[src/rtl/gpio_port_pkg.sv]
package gpio_port_pkg;

   typedef enum logic [2:0] {
      A_MODE_LO = 3'd0,
      A_MODE_HI = 3'd1,
      A_LEVELS  = 3'd2,
      A_DOUT    = 3'd3,
      A_SETCLR  = 3'd4,
      A_CLEAR   = 3'd5,
      A_LOCK    = 3'd6,
      A_TURBO   = 3'd7
   } reg_addr_e;

   typedef enum logic [2:0] {
      LK_IDLE  = 3'd0,
      LK_ONE   = 3'd1,
      LK_ZERO  = 3'd2,
      LK_ARMED = 3'd3,
      LK_HELD  = 3'd4
   } lock_state_e;

   localparam logic [3:0] MODE_RESET = 4'b0100;

endpackage

[src/rtl/gpio_in_sync.sv]
module gpio_in_sync #(
   parameter int WIDTH  = 16,
   parameter int STAGES = 2
) (
   input  logic             clk,
   input  logic             rst_n,
   input  logic [WIDTH-1:0] din,
   output logic [WIDTH-1:0] dout
);

   logic [WIDTH-1:0] stage_q [STAGES];

   for (genvar s = 0; s < STAGES; s++) begin : g_stage
      if (s == 0) begin : g_first
         always_ff @(posedge clk or negedge rst_n) begin
            if (!rst_n) stage_q[s] <= '0;
            else        stage_q[s] <= din;
         end
      end else begin : g_next
         always_ff @(posedge clk or negedge rst_n) begin
            if (!rst_n) stage_q[s] <= '0;
            else        stage_q[s] <= stage_q[s-1];
         end
      end
   end

   assign dout = stage_q[STAGES-1];

endmodule

[src/rtl/gpio_lock_ctrl.sv]
module gpio_lock_ctrl
   import gpio_port_pkg::*;
#(
   parameter int PINS = 16
) (
   input  logic            clk,
   input  logic            rst_n,
   input  logic            wr_stb,
   input  logic            rd_stb,
   input  logic            wr_key,
   input  logic [PINS-1:0] wr_mask,
   output logic [PINS-1:0] mask_q,
   output logic            active
);

   lock_state_e state_q, state_d;
   logic        same_mask;

   assign same_mask = (wr_mask == mask_q);

   always_comb begin
      state_d = state_q;
      if (wr_stb) begin
         unique case (state_q)
            LK_IDLE:  state_d = wr_key ? LK_ONE : LK_IDLE;
            LK_ONE:   state_d = (!wr_key && same_mask) ? LK_ZERO : LK_IDLE;
            LK_ZERO:  state_d = (wr_key && same_mask) ? LK_ARMED : LK_IDLE;
            LK_ARMED: state_d = LK_IDLE;
            LK_HELD:  state_d = LK_HELD;
            default:  state_d = LK_IDLE;
         endcase
      end else if (rd_stb && state_q == LK_ARMED) begin
         state_d = LK_HELD;
      end
   end

   always_ff @(posedge clk or negedge rst_n) begin
      if (!rst_n) begin
         state_q <= LK_IDLE;
         mask_q  <= '0;
      end else begin
         state_q <= state_d;
         if (wr_stb && state_q == LK_IDLE && wr_key)
            mask_q <= wr_mask;
      end
   end

   assign active = (state_q == LK_HELD);

endmodule

[src/rtl/gpio_pad_decode.sv]
module gpio_pad_decode #(
   parameter int FIELD_W = 4
) (
   input  logic [FIELD_W-1:0] mode,
   input  logic               dout_bit,
   input  logic               turbo_bit,
   output logic               oe,
   output logic               pu,
   output logic               pd,
   output logic               fast
);

   logic is_output;
   logic is_pull;

   assign is_output = |mode[1:0];
   assign is_pull   = !is_output && (mode[3:2] == 2'b10);

   assign oe   = is_output && (mode[2] ? !dout_bit : 1'b1);
   assign pu   = is_pull && dout_bit;
   assign pd   = is_pull && !dout_bit;
   assign fast = (mode[1:0] == 2'b11) && turbo_bit;

endmodule

[src/rtl/gpio_port_regs.sv]
module gpio_port_regs
   import gpio_port_pkg::*;
#(
   parameter int         NUM_PINS    = 16,
   parameter int         FIELD_W     = 4,
   parameter int         BUS_W       = 32,
   parameter int         ADDR_W      = 3,
   parameter int         SYNC_STAGES = 2,
   parameter logic [3:0] MODE_INIT   = MODE_RESET
) (
   input  logic                clk,
   input  logic                rst_n,
   input  logic                bus_wr,
   input  logic                bus_rd,
   input  logic [ADDR_W-1:0]   bus_addr,
   input  logic [BUS_W-1:0]    bus_wdata,
   output logic [BUS_W-1:0]    bus_rdata,
   input  logic [NUM_PINS-1:0] pad_in,
   output logic [NUM_PINS-1:0] pad_out,
   output logic [NUM_PINS-1:0] pad_oe,
   output logic [NUM_PINS-1:0] pad_pu,
   output logic [NUM_PINS-1:0] pad_pd,
   output logic [NUM_PINS-1:0] pad_fast
);

   localparam int PINS_PER_REG = BUS_W / FIELD_W;
   localparam int MODE_REGS    = NUM_PINS / PINS_PER_REG;
   localparam int KEY_BIT      = NUM_PINS;
   localparam int CLR_LSB      = NUM_PINS;
   localparam int PAD_W        = BUS_W - NUM_PINS;

   if (FIELD_W != 4) begin : g_bad_field
      $error("mode field width must be 4");
   end
   if (BUS_W < 2 * NUM_PINS) begin : g_bad_bus
      $error("bus must carry set and clear halves");
   end
   if (MODE_REGS != 2 || NUM_PINS % PINS_PER_REG != 0) begin : g_bad_split
      $error("mode fields must split over exactly two words");
   end
   if (SYNC_STAGES < 2) begin : g_bad_sync
      $error("synchronizer needs at least two stages");
   end
   if (ADDR_W != 3) begin : g_bad_addr
      $error("register map needs a 3-bit address");
   end

   reg_addr_e                     addr_e;
   logic [NUM_PINS*FIELD_W-1:0]   cfg_q;
   logic [NUM_PINS-1:0]           dout_q;
   logic [NUM_PINS-1:0]           turbo_q;
   logic [NUM_PINS-1:0]           levels;
   logic [NUM_PINS-1:0]           lock_mask;
   logic                          lock_active;
   logic                          wr_dout, wr_set, wr_clr, wr_turbo, wr_lock, rd_lock;
   logic [NUM_PINS-1:0]           set_bits, clr_bits;

   assign addr_e   = reg_addr_e'(bus_addr);
   assign wr_dout  = bus_wr && addr_e == A_DOUT;
   assign wr_set   = bus_wr && addr_e == A_SETCLR;
   assign wr_clr   = bus_wr && addr_e == A_CLEAR;
   assign wr_turbo = bus_wr && addr_e == A_TURBO;
   assign wr_lock  = bus_wr && addr_e == A_LOCK;
   assign rd_lock  = bus_rd && addr_e == A_LOCK;
   assign set_bits = bus_wdata[NUM_PINS-1:0];
   assign clr_bits = bus_wdata[CLR_LSB +: NUM_PINS];

   // per-pin mode fields, lockable
   for (genvar p = 0; p < NUM_PINS; p++) begin : g_mode
      localparam int          WORD = p / PINS_PER_REG;
      localparam int          LSB  = FIELD_W * (p % PINS_PER_REG);
      localparam logic [ADDR_W-1:0] WADDR = ADDR_W'(WORD);
      always_ff @(posedge clk or negedge rst_n) begin
         if (!rst_n)
            cfg_q[p*FIELD_W +: FIELD_W] <= MODE_INIT;
         else if (bus_wr && bus_addr == WADDR && !(lock_active && lock_mask[p]))
            cfg_q[p*FIELD_W +: FIELD_W] <= bus_wdata[LSB +: FIELD_W];
      end
   end

   // output data with atomic set / clear, set has priority
   always_ff @(posedge clk or negedge rst_n) begin
      if (!rst_n)
         dout_q <= '0;
      else if (wr_dout)
         dout_q <= set_bits;
      else if (wr_set)
         dout_q <= (dout_q & ~clr_bits) | set_bits;
      else if (wr_clr)
         dout_q <= dout_q & ~set_bits;
   end

   always_ff @(posedge clk or negedge rst_n) begin
      if (!rst_n)        turbo_q <= '0;
      else if (wr_turbo) turbo_q <= bus_wdata[NUM_PINS-1:0];
   end

   gpio_in_sync #(
      .WIDTH  (NUM_PINS),
      .STAGES (SYNC_STAGES)
   ) u_sync (
      .clk   (clk),
      .rst_n (rst_n),
      .din   (pad_in),
      .dout  (levels)
   );

   gpio_lock_ctrl #(
      .PINS (NUM_PINS)
   ) u_lock (
      .clk     (clk),
      .rst_n   (rst_n),
      .wr_stb  (wr_lock),
      .rd_stb  (rd_lock),
      .wr_key  (bus_wdata[KEY_BIT]),
      .wr_mask (bus_wdata[NUM_PINS-1:0]),
      .mask_q  (lock_mask),
      .active  (lock_active)
   );

   for (genvar p = 0; p < NUM_PINS; p++) begin : g_pad
      gpio_pad_decode #(
         .FIELD_W (FIELD_W)
      ) u_dec (
         .mode      (cfg_q[p*FIELD_W +: FIELD_W]),
         .dout_bit  (dout_q[p]),
         .turbo_bit (turbo_q[p]),
         .oe        (pad_oe[p]),
         .pu        (pad_pu[p]),
         .pd        (pad_pd[p]),
         .fast      (pad_fast[p])
      );
   end

   assign pad_out = dout_q;

   always_comb begin
      unique case (addr_e)
         A_MODE_LO: bus_rdata = cfg_q[0 +: BUS_W];
         A_MODE_HI: bus_rdata = cfg_q[BUS_W +: BUS_W];
         A_LEVELS:  bus_rdata = {{PAD_W{1'b0}}, levels};
         A_DOUT:    bus_rdata = {{PAD_W{1'b0}}, dout_q};
         A_LOCK:    bus_rdata = {{(PAD_W-1){1'b0}}, lock_active, lock_mask};
         A_TURBO:   bus_rdata = {{PAD_W{1'b0}}, turbo_q};
         default:   bus_rdata = '0;
      endcase
   end

endmodule

[config.mk]
export PLATFORM = sky130hd
export DESIGN_NAME = gpio_port_regs
export DESIGN_NICKNAME = d
export VERILOG_FILES = /design/src/rtl/gpio_port_pkg.sv /design/src/rtl/gpio_in_sync.sv /design/src/rtl/gpio_lock_ctrl.sv /design/src/rtl/gpio_pad_decode.sv /design/src/rtl/gpio_port_regs.sv
export SDC_FILE = /design/constraint.sdc
export NUM_CORES = 1
export LEC_CHECK = 0
export BUFFER_PORTS_ARGS = -buffer_cell sky130_fd_sc_hd__clkbuf_2
export CAP_MARGIN = 40
export CORE_MARGIN = 5
export CORE_UTILIZATION = 59
export DETAILED_ROUTE_END_ITERATION = 8
export GPL_TIMING_DRIVEN = 0
export PLACE_DENSITY_LB_ADDON = 0.12
export SLEW_MARGIN = 10
export SYNTH_ARGS = -nofsm -noshare
export SYNTH_HDL_FRONTEND = slang
export SYNTH_HIERARCHICAL = 1
export SYNTH_SLANG_ARGS = --single-unit
[constraint.sdc]
create_clock -name clk -period 4.85 [get_ports clk]
set_input_delay 0.2425 -clock clk [delete_from_list [all_inputs] [get_ports clk]]
set_output_delay 0.2425 -clock clk [all_outputs]
set_load 0.05 [all_outputs]
## Word-level counts from Yosys, hierarchy flattened

Index checks and enable logic that the tools add are counted.

- Register bits: 147
- Bits in latches: 0
- RAM bits: 0
- ROM bits: 0
- Input port bits: 55
- Output and inout bits: 112
- Word-level logic and storage cells: 291
- Memories: 0

- $add $sub $neg: 0
- Multiply operators: 0
- Divide/modulo/power cells: 0
- Magnitude comparators: 0
- Equal/unequal tests: 44
- Shift-type cells: 0
- Multiplexer cells: 26
- Bitwise logic cells: 5
- Reductions and logical operators: 194

Operators by type and width:

| cell | count |
|---|---|
| one-hot mux 32 bit (6 select lines) | 1 |
| logical AND 1 bit | 125 |
| == test 2 bit, second input constant | 32 |
| logical NOT 1 bit | 49 |
| 2-to-1 mux 16 bit | 3 |
| bitwise AND 16 bit | 2 |
| inverter 16 bit | 2 |
| OR reduction 2 bit | 16 |
| 2-to-1 mux 1 bit | 17 |
| == test 16 bit | 1 |
| OR 16 bit | 1 |
| == test 3 bit, second input constant | 5 |
| == test 3 x 2 -> 1 bit, second input constant | 4 |
| one-hot mux 3 bit (4 select lines) | 1 |
| == test 3 x 1 -> 1 bit, second input constant | 2 |
| logical NOT 3 bit | 2 |
| 2-to-1 mux 3 bit | 2 |
| 2-to-1 mux 2 bit | 2 |
| nonzero test 3 bit | 1 |
| nonzero test 2 bit | 1 |

## Logic depth before layout (Yosys ltp)

Gate-level depths: netlist of the first run.

- Depth in word-level cells: 5
- Gate-level depth with buffers: 8
- Depth with buffers taken out: 6

## Hierarchy

The synthesis of the first run kept the hierarchy.

By module, submodules not included:

| module | instances | cells an instance | area an instance (um^2) | seq. area each (um^2) |
|---|---|---|---|---|
| gpio_port_regs | 1 | 408 | 4,973.5 | 2,422.3 |
| gpio_lock_ctrl | 1 | 76 | 1,033.5 | 475.5 |
| gpio_in_sync | 1 | 48 | 920.9 | 800.8 |
| gpio_pad_decode | 16 | 5 | 40.0 | 0.0 |

## Least setup slack after synthesis of the first run

No wires, ideal clock.

- Path kind: input-to-output
- Start point: input bus_addr[2]
- End point: output bus_rdata[16]
- Data arrival time: 2.140 ns
- Required time: 4.608 ns
- Path slack: 2.467 ns
- Stages: 5
- Buffers on the path: 4
- Path through: buf_6 buf_2 buf_2 clkbuf_1 o31ai_1

- Word-level cells in the longest chain between the ends: 2
- Elaborated cells between the ends (all ways): 7
- Those cells by class: eq/ne (5); mux (1); reduce/logical (1)

Ends and longest elaborated chain:

| item | RTL line | text |
|---|---|---|
| start: declaration | gpio_port_regs.sv:15 | `input logic [ADDR_W-1:0] bus_addr,` |
| == test 3 bit (tied with other cells) | gpio_port_regs.sv:138 | `unique case (addr_e)` |
| one-hot mux 32 bit (6 select lines) * | gpio_port_regs.sv:138 |  |
| end: declaration | gpio_port_regs.sv:17 | `output logic [BUS_W-1:0] bus_rdata,` |

Mark *: on every way between the ends. The rest lies on a longest branch, timed or not.

## Worst setup path after layout of the first run

- Start point: register u_lock.state_q[2]
- End point: output bus_rdata[16]

- Word-level cells in the longest chain between the ends: 2

Ends and longest elaborated chain:

| item | RTL line | text |
|---|---|---|
| start: declaration | gpio_lock_ctrl.sv:16 | `lock_state_e state_q, state_d;` |
| start signal: assignment | gpio_lock_ctrl.sv:42 | `state_q <= state_d;` |
| == test 3 bit | gpio_lock_ctrl.sv:48 | `assign active = (state_q == LK_HELD);` |
| net lock_active | gpio_port_regs.sv:54 | `logic lock_active;` |
| one-hot mux 32 bit (6 select lines) | gpio_port_regs.sv:138 |  |

The timed path passes the listed nets, and every way through them passes these cells.

==> results of run 1 <==
-- placed cells by master, fill, tap and decap left out, types with 3 or more instances in the layout --
master,n
a221o_1,20
dfstp_2,16
a2bb2oi_1,4
a31oi_1,3
a22o_1,15
clkbuf_16,17
mux2_4,10
bufinv_16,5
clkbuf_1,11
mux2_2,89
o221ai_1,3
o22ai_1,6
a21oi_1,19
buf_4,17
o21ai_0,7
clkbuf_8,4
nor2b_1,4
o211ai_1,4
nor3b_1,3
o21a_1,4
nand2_1,37
nand3_1,8
nor2_2,16
inv_1,22
dfrtp_1,131
and2_1,3
and4b_1,17
buf_6,6
clkbuf_2,164
a2111oi_0,16
buf_2,15
and3_1,17
mux2i_1,22
and4bb_1,17
xor2_1,16
a22oi_1,9
dlygate4sd3_1,17
-- final cells by class --
class                      instances  area [um2]  share of cell area
clock inverter                     9         176              0.0186
buffer                            46         300              0.0317
multi-input combinational        397        3490               0.368
clock buffer                      23         478              0.0505
tap                              172         215              0.0227
timing repair buffer             183        1030               0.109
inverter                          22        82.6             0.00872
sequential                       147        3700               0.391
-- stage by stage --
stage	total power, uW	instance area, um2	worst slack (ps)	instances
floorplan	2630	7570	2470	612
global placement	2960	8610	1170	949
detailed placement	3010	8650	2380	950
CTS	4470	9470	1920	999
global route	4650	9470	1780	999
finish	4470	9470	1890	999
-- registers in the layout, indices dropped and copies added, names as in the netlist --
signal / flops
u_sync/dout: 16
pad_out: 16
u_lock/mask_q: 16
turbo_q: 16
u_lock/state_q: 3
u_sync/stage_q: 16
cfg_q: 64
-- worst max path at each step --
| stage | cells after the start | end | startpoint |
|---|---|---|---|
| 2_1_floorplan | 5 | bus_rdata[16] | bus_addr[2] |
| 3_3_place_gp | 1 | cfg_q[17] | rst_n |
| 3_5_place_dp | 7 | bus_rdata[16] | u_lock/state_q[2] |
| 4_1_cts | 7 | bus_rdata[16] | u_lock/state_q[2] |
| 5_1_grt | 7 | bus_rdata[16] | u_lock/state_q[2] |
| 6_report | 7 | bus_rdata[16] | u_lock/state_q[2] |
-- worst register-to-register path, stage by stage, from the launching register on --
cell	delay, ps
dfrtp_1	430
inv_1	130
nor3_1	150
clkbuf_1	440
clkbuf_1	560
nand2_1	140
nand2_1	220
mux2_2	370
-- layer usage --
layer  part of all wire  wire (um)  vias to the layer above  global-route usage
li1                   -          -                     2726                   -
met1               0.40       9280                     3150               0.419
met2               0.48      11100                      341               0.509
met3              0.086       1990                       55              0.0709
met4              0.028        651                        0               0.121
met5                  0          0                        -                   0
-- report_power, final --
part | leakage, uW | internal (uW) | switching [uW] | total [uW]
Sequential | 0.00171 | 1470 | 263 | 1730
Clock | 0.000317 | 953 | 503 | 1460
Combinational | 0.00254 | 451 | 838 | 1290
Total | 0.00456 | 2870 | 1600 | 4470
-- cell families (layout without fill, tap and decap cells) --
group,after synthesis,after routing,share of synthesized area
mux,123,123,0.187
buf+inv,68,283,0.0506
xor+xnor,16,16,0.0185
flops,147,147,0.489
compound gates,116,116,0.120
simple gates,142,142,0.135
==> summary.txt, run 1 <==
# IOs - 167
Post-synth EDFFs - 0
Setup TNS - 0 ps
Final Skew - 9.10 ps
Vias in the first global route - 6320
Placeable Area - 12600 um2
DP Wirelength - 16.4 mm
Worst Min Path Start - bus_wdata[21]
Worst-Margin Slew - 839 ps
H-tree Lvls - 4
Max Cap Viol - 0
Layout cell share with drive strength beyond 1 - 0.452
Kind of cell adding the most delay to the critical path - buffers and inverters
CTS Root Cell - clkbuf_16
Vias - 6272
DRC Markers - 0
DR iter-0 viols - 563
Reg2reg end - cfg_q[20]
Util after Layout - 0.750
Slew Limit Fails - 0
DRT Pass-1 Iters - 5
Post-DRT Antenna Nets - 0
Die Height - 123 um
Synth warn - 6
# setup viols final - 0
Cell taking the most area after synthesis - dfrtp_1
Sink Count - 147
Global route total overflow - 0
Hold WS - 83.1 ps
Synth cell types - 53
Crit path buf inv count - 4
Syn Std Cell Area - 7570 um2
Worst Path Max Fanout - 10
PD cells - 472 nW/um2
Hold Crit Depth - 2
LEAKAGE - 0.00456 uW
Number of fill cells in the layout - 899
Sequential-to-total area share from yosys stat - 0.489
Run status - finished clean
First-pass GRT wire length - 35.7 mm
Setup CP Type - register to primary output
Mapped Nets - 667
WL/cell - 23.1 um
Initial Util - 0.600
Row cnt - 41
FF+latch count, synth - 147
Slew headroom - 0.437
Peak VDD IR - 0.000314 V
CP Cell Sequence - inv_1, nor3_1, clkbuf_1, clkbuf_1, nand2_1, o31ai_1, clkbuf_2
Worst Path Required - 4610 ps
Die area - 15200 um2
CTS Buf Count - 17
CP Launch Type - register
Crit. End Element - primary output
Worst skew pair latency - 430 ps
Count leader, synth - dfrtp_1
Min cycle time layout - 2960 ps
Final wirelength - 23.1 mm
Highest Clock Rate - 0.338 GHz
Post_cts resized - 0
Final #Nets - 869
Critical R2R Launch - u_lock/state_q[2]
Worst path slowest cell - clkbuf_1
Final Hold Fails - 0
RePlAce Congestion - 0.920
Synthesis-to-layout area growth - 25.1%
Port Buffers - 165
Synth Area per Inst - 12.4 um2
Top cell type's share of synthesized area - 0.433
Asr flop ratio synth - 1.00
Largest net degree at the start of global routing - 88
Slowest stage delay, CP - 560 ps
Ys flop type - dfrtp_1
Most used cell, CP - clkbuf_1
Setup Fix Bufs, Post-CTS - 0
Via density per instance - 6.28
Ant diodes - 0
Final period util - 0.611
Initial antenna violation count - 0
Total track usage - 0.316
Post-synthesis cell count - 612
Worst R2R Setup Slack - 2290 ps
Clock Path Buffers - 2
Hold-fix buffers, CTS - 17
Synth cell count leaders - dfrtp_1, mux2_2, nand2_1
Hold Crit Class - input pin to register
CTS clk-pin slew, worst paths - 60 ps
CTS tree - yes
Die X - 123 um
Worst R2R Path Depth - 7
CP arrival - 2720 ps
RSZ-0062 raised after global routing - no
Hold-critical path endpoint - cfg_q[21]
Synth top area cells - dfrtp_1, mux2_2, dfstp_2, mux2i_1, and4bb_1
(Power assumes the default switching activity.)
==> inputs of run 2 (changes only) <==
- ABC_AREA: not set -> 1
- CORE_UTILIZATION: 59 -> 55
- clock period: 4.85 -> 2.9 ns (I/O delays scaled with it)
==> run 2 against run 1 <==
Hold slack got worse by 67 ps. Final cell count rose by 40%. Highest routed layer unchanged. Largest cell class unchanged. Die area grew 6.9%. Register-to-register slack worse by 1900 ps. Largest power group unchanged. Total power up 63%.
==> summary.txt, run 2 <==
CP arrival - 2590 ps (-130 ps)
H-tree Lvls - 4 (unchanged)
Placeable Area - 13700 um2 (+8.7%)
Slowest stage delay, CP - 430 ps (-130 ps)
Worst path slowest cell - dfrtp_1
Crit. End Element - primary output
CP Launch Type - register
Port Buffers - 164 (-0.61%)
Sequential-to-total area share from yosys stat - 0.488 (-0.00105)
Min cycle time layout - 2730 ps
Multi-input gate area - 3120 um2 (-10%)
Hold Crit Depth - 3 (+1)
Max Cap Viol - 0 (unchanged)
Synth cell count leaders - nand2_1, dfrtp_1, inv_1
DRC Markers - 0 (unchanged)
Max reg flops - 64 (unchanged)
Util after Layout - 0.709 (-0.0413)
DP Wirelength - 17.7 mm (+7.8%)
Final wirelength - 24.8 mm (+7.4%)
Global route total overflow - 0 (unchanged)
Number of fill cells in the layout - 1121 (+25%)
CTS clk-pin slew, worst paths - 60 ps (about the same)
Die X - 127 um (+3.4%)
Hold-fix buffers, CTS - 41 (+24)
First-pass GRT wire length - 38.1 mm (+7.0%)
Via density per instance - 5.45 (-13%)
Cell taking the most area after synthesis - dfrtp_1
WL/cell - 17.7 um (-23%)
Most used cells in the layout excluding fill and tap cells - nand2_1, clkbuf_2, dfrtp_1
Critical R2R Launch - u_lock/state_q[0]
Commonest non-fill, non-tap cell in the layout - nand2_1
Top cell type's share of synthesized area - 0.432 (-0.000929)
Highest Clock Rate - 0.366 GHz
DR iter-0 viols - 887 (+58%)
Vias in the first global route - 7037 (+11%)
Reg2reg end - cfg_q[52]
Count leader, synth - nand2_1
Setup TNS - 0 ps (unchanged)
RSZ-0062 raised after global routing - no
Hold-critical path endpoint - cfg_q[17]
Post_cts resized - 0 (unchanged)
CTS Root Cell - clkbuf_16
Crit path buf inv count - 3 (-1)
Slew Limit Fails - 0 (unchanged)
Worst R2R Setup Slack - 440 ps (-1850 ps)
CTS Buf Count - 17 (unchanged)
# setup viols final - 0 (unchanged)
Final Hold Fails - 0 (unchanged)
Die Height - 127 um (+3.4%)
CP Cell Sequence - nor3_1, clkinv_1, buf_1, o211ai_1, clkbuf_2
Post-route cell area - 9730 um2 (+2.7%)
Worst skew pair latency - 430 ps (about the same)
Final period util - 0.942
Die area - 16200 um2 (+6.9%)
Clock Path Buffers - 2 (unchanged)
Mapped Nets - 1034 (+55%)
CTS tree - yes
Ant diodes - 0 (unchanged)
Slew headroom - 0.487 (+0.0491)
Vias - 7609 (+21%)
Kind of cell adding the most delay to the critical path - buffers and inverters
Run status - finished clean
Synth warn - 6 (unchanged)
Asr flop ratio synth - 1.00 (unchanged)
Synthesis-to-layout area growth - 28.3%
Hold Crit Class - input pin to register
Worst Path Required - 2760 ps (-1850 ps)
Largest net degree at the start of global routing - 90 (+2.3%)
Synth Area per Inst - 7.75 um2 (-37%)
FF+latch count, synth - 147 (unchanged)
Post-synth EDFFs - 0 (unchanged)
Initial antenna violation count - 0 (unchanged)
Final #Nets - 1259 (+45%)
Worst R2R Path Depth - 5 (-2)
Setup CP Type - register to primary output
Placed cell area - 8670 um2 (+0.25%)
Layout cell share with drive strength beyond 1 - 0.250 (-0.202)
Sequential cell area - 3700 um2 (unchanged)
Total track usage - 0.308 (-0.00798)
RePlAce Congestion - 0.920 (about the same)
Worst Min Path Start - bus_wdata[17]
Worst Path Max Fanout - 10 (unchanged)
# IOs - 167 (unchanged)
LEAKAGE - 0.00511 uW (+12%)
PD cells - 748 nW/um2 (+58%)
Worst-Margin Slew - 770 ps (-69.1 ps)
Post-DRT Antenna Nets - 0 (unchanged)
Synth cell types - 32 (-40%)
Ys flop type - dfrtp_1
Row cnt - 43 (+4.9%)
DRT Pass-1 Iters - 5 (unchanged)
Final Power - 7280 uW (+63%)
Initial Util - 0.553 (-0.0469)
Setup Fix Bufs, Post-CTS - 0 (unchanged)
Peak VDD IR - 0.000439 V (+40%)
Most flop-heavy register - cfg_q
Syn Std Cell Area - 7580 um2 (+0.21%)
Synth top area cells - dfrtp_1, nand2_1, inv_1, dfstp_2, nor2_1
Hold WS - 16.0 ps (-67.1 ps)
Final Skew - 6.59 ps (-2.51 ps)
Sink Count - 147 (unchanged)
Post-synthesis cell count - 979 (+60%)
-- run 2: logic make-up after synthesis --
| family | count (synthesis) | share of synthesized area |
|---|---|---|
| and+or+nand+nor | 489 | 0.286 |
| AOI/OAI and AO/OA | 169 | 0.126 |
| buffers and inverters | 174 | 0.100 |
| DFF | 147 | 0.488 |
-- run 2: layer usage --
metal  global-route usage  wire [um]
met5                    0          0
met2                0.490      11700
met1                0.414       9910
met4                0.116        684
met3               0.0681       2460
-- run 2: tightest hold or removal path, cell delays in order --
cell	delay, ps
clkbuf_2	110
inv_1	60
o21ai_0	70
-- run 2: where the power goes --
part,switching [uW],internal [uW]
clock,869,1550
combinational,1500,557
sequential,385,2410
-- run 2: worst max path at each step --
stage / start / depth (start not counted) / endpoint
2_1_floorplan: u_lock/state_q[0] / 4 / bus_rdata[16]
3_3_place_gp: rst_n / 1 / cfg_q[20]
3_5_place_dp: u_lock/state_q[0] / 5 / cfg_q[53]
4_1_cts: u_lock/state_q[0] / 5 / bus_rdata[16]
5_1_grt: u_lock/state_q[0] / 5 / bus_rdata[16]
6_report: u_lock/state_q[0] / 5 / bus_rdata[16]
-- run 2: metrics by stage --
stage / setup WS [ps] / instances
after global routing: 68.1 / 1397
final: 168 / 1397
after detailed placement: 580 / 1324
after CTS: 219 / 1397
after floorplan: 844 / 979
after global placement: -840 / 1323
-- run 2: layout make-up --
| cell class | instances | area share |
|---|---|---|
| timing repair buffer | 206 | 0.130 |
| sequential | 147 | 0.380 |
| buffer | 45 | 0.0285 |
| clock buffer | 20 | 0.0459 |
| clock inverter | 12 | 0.0211 |
| tap | 180 | 0.0231 |
| multi-input combinational | 658 | 0.321 |
| inverter | 129 | 0.0498 |
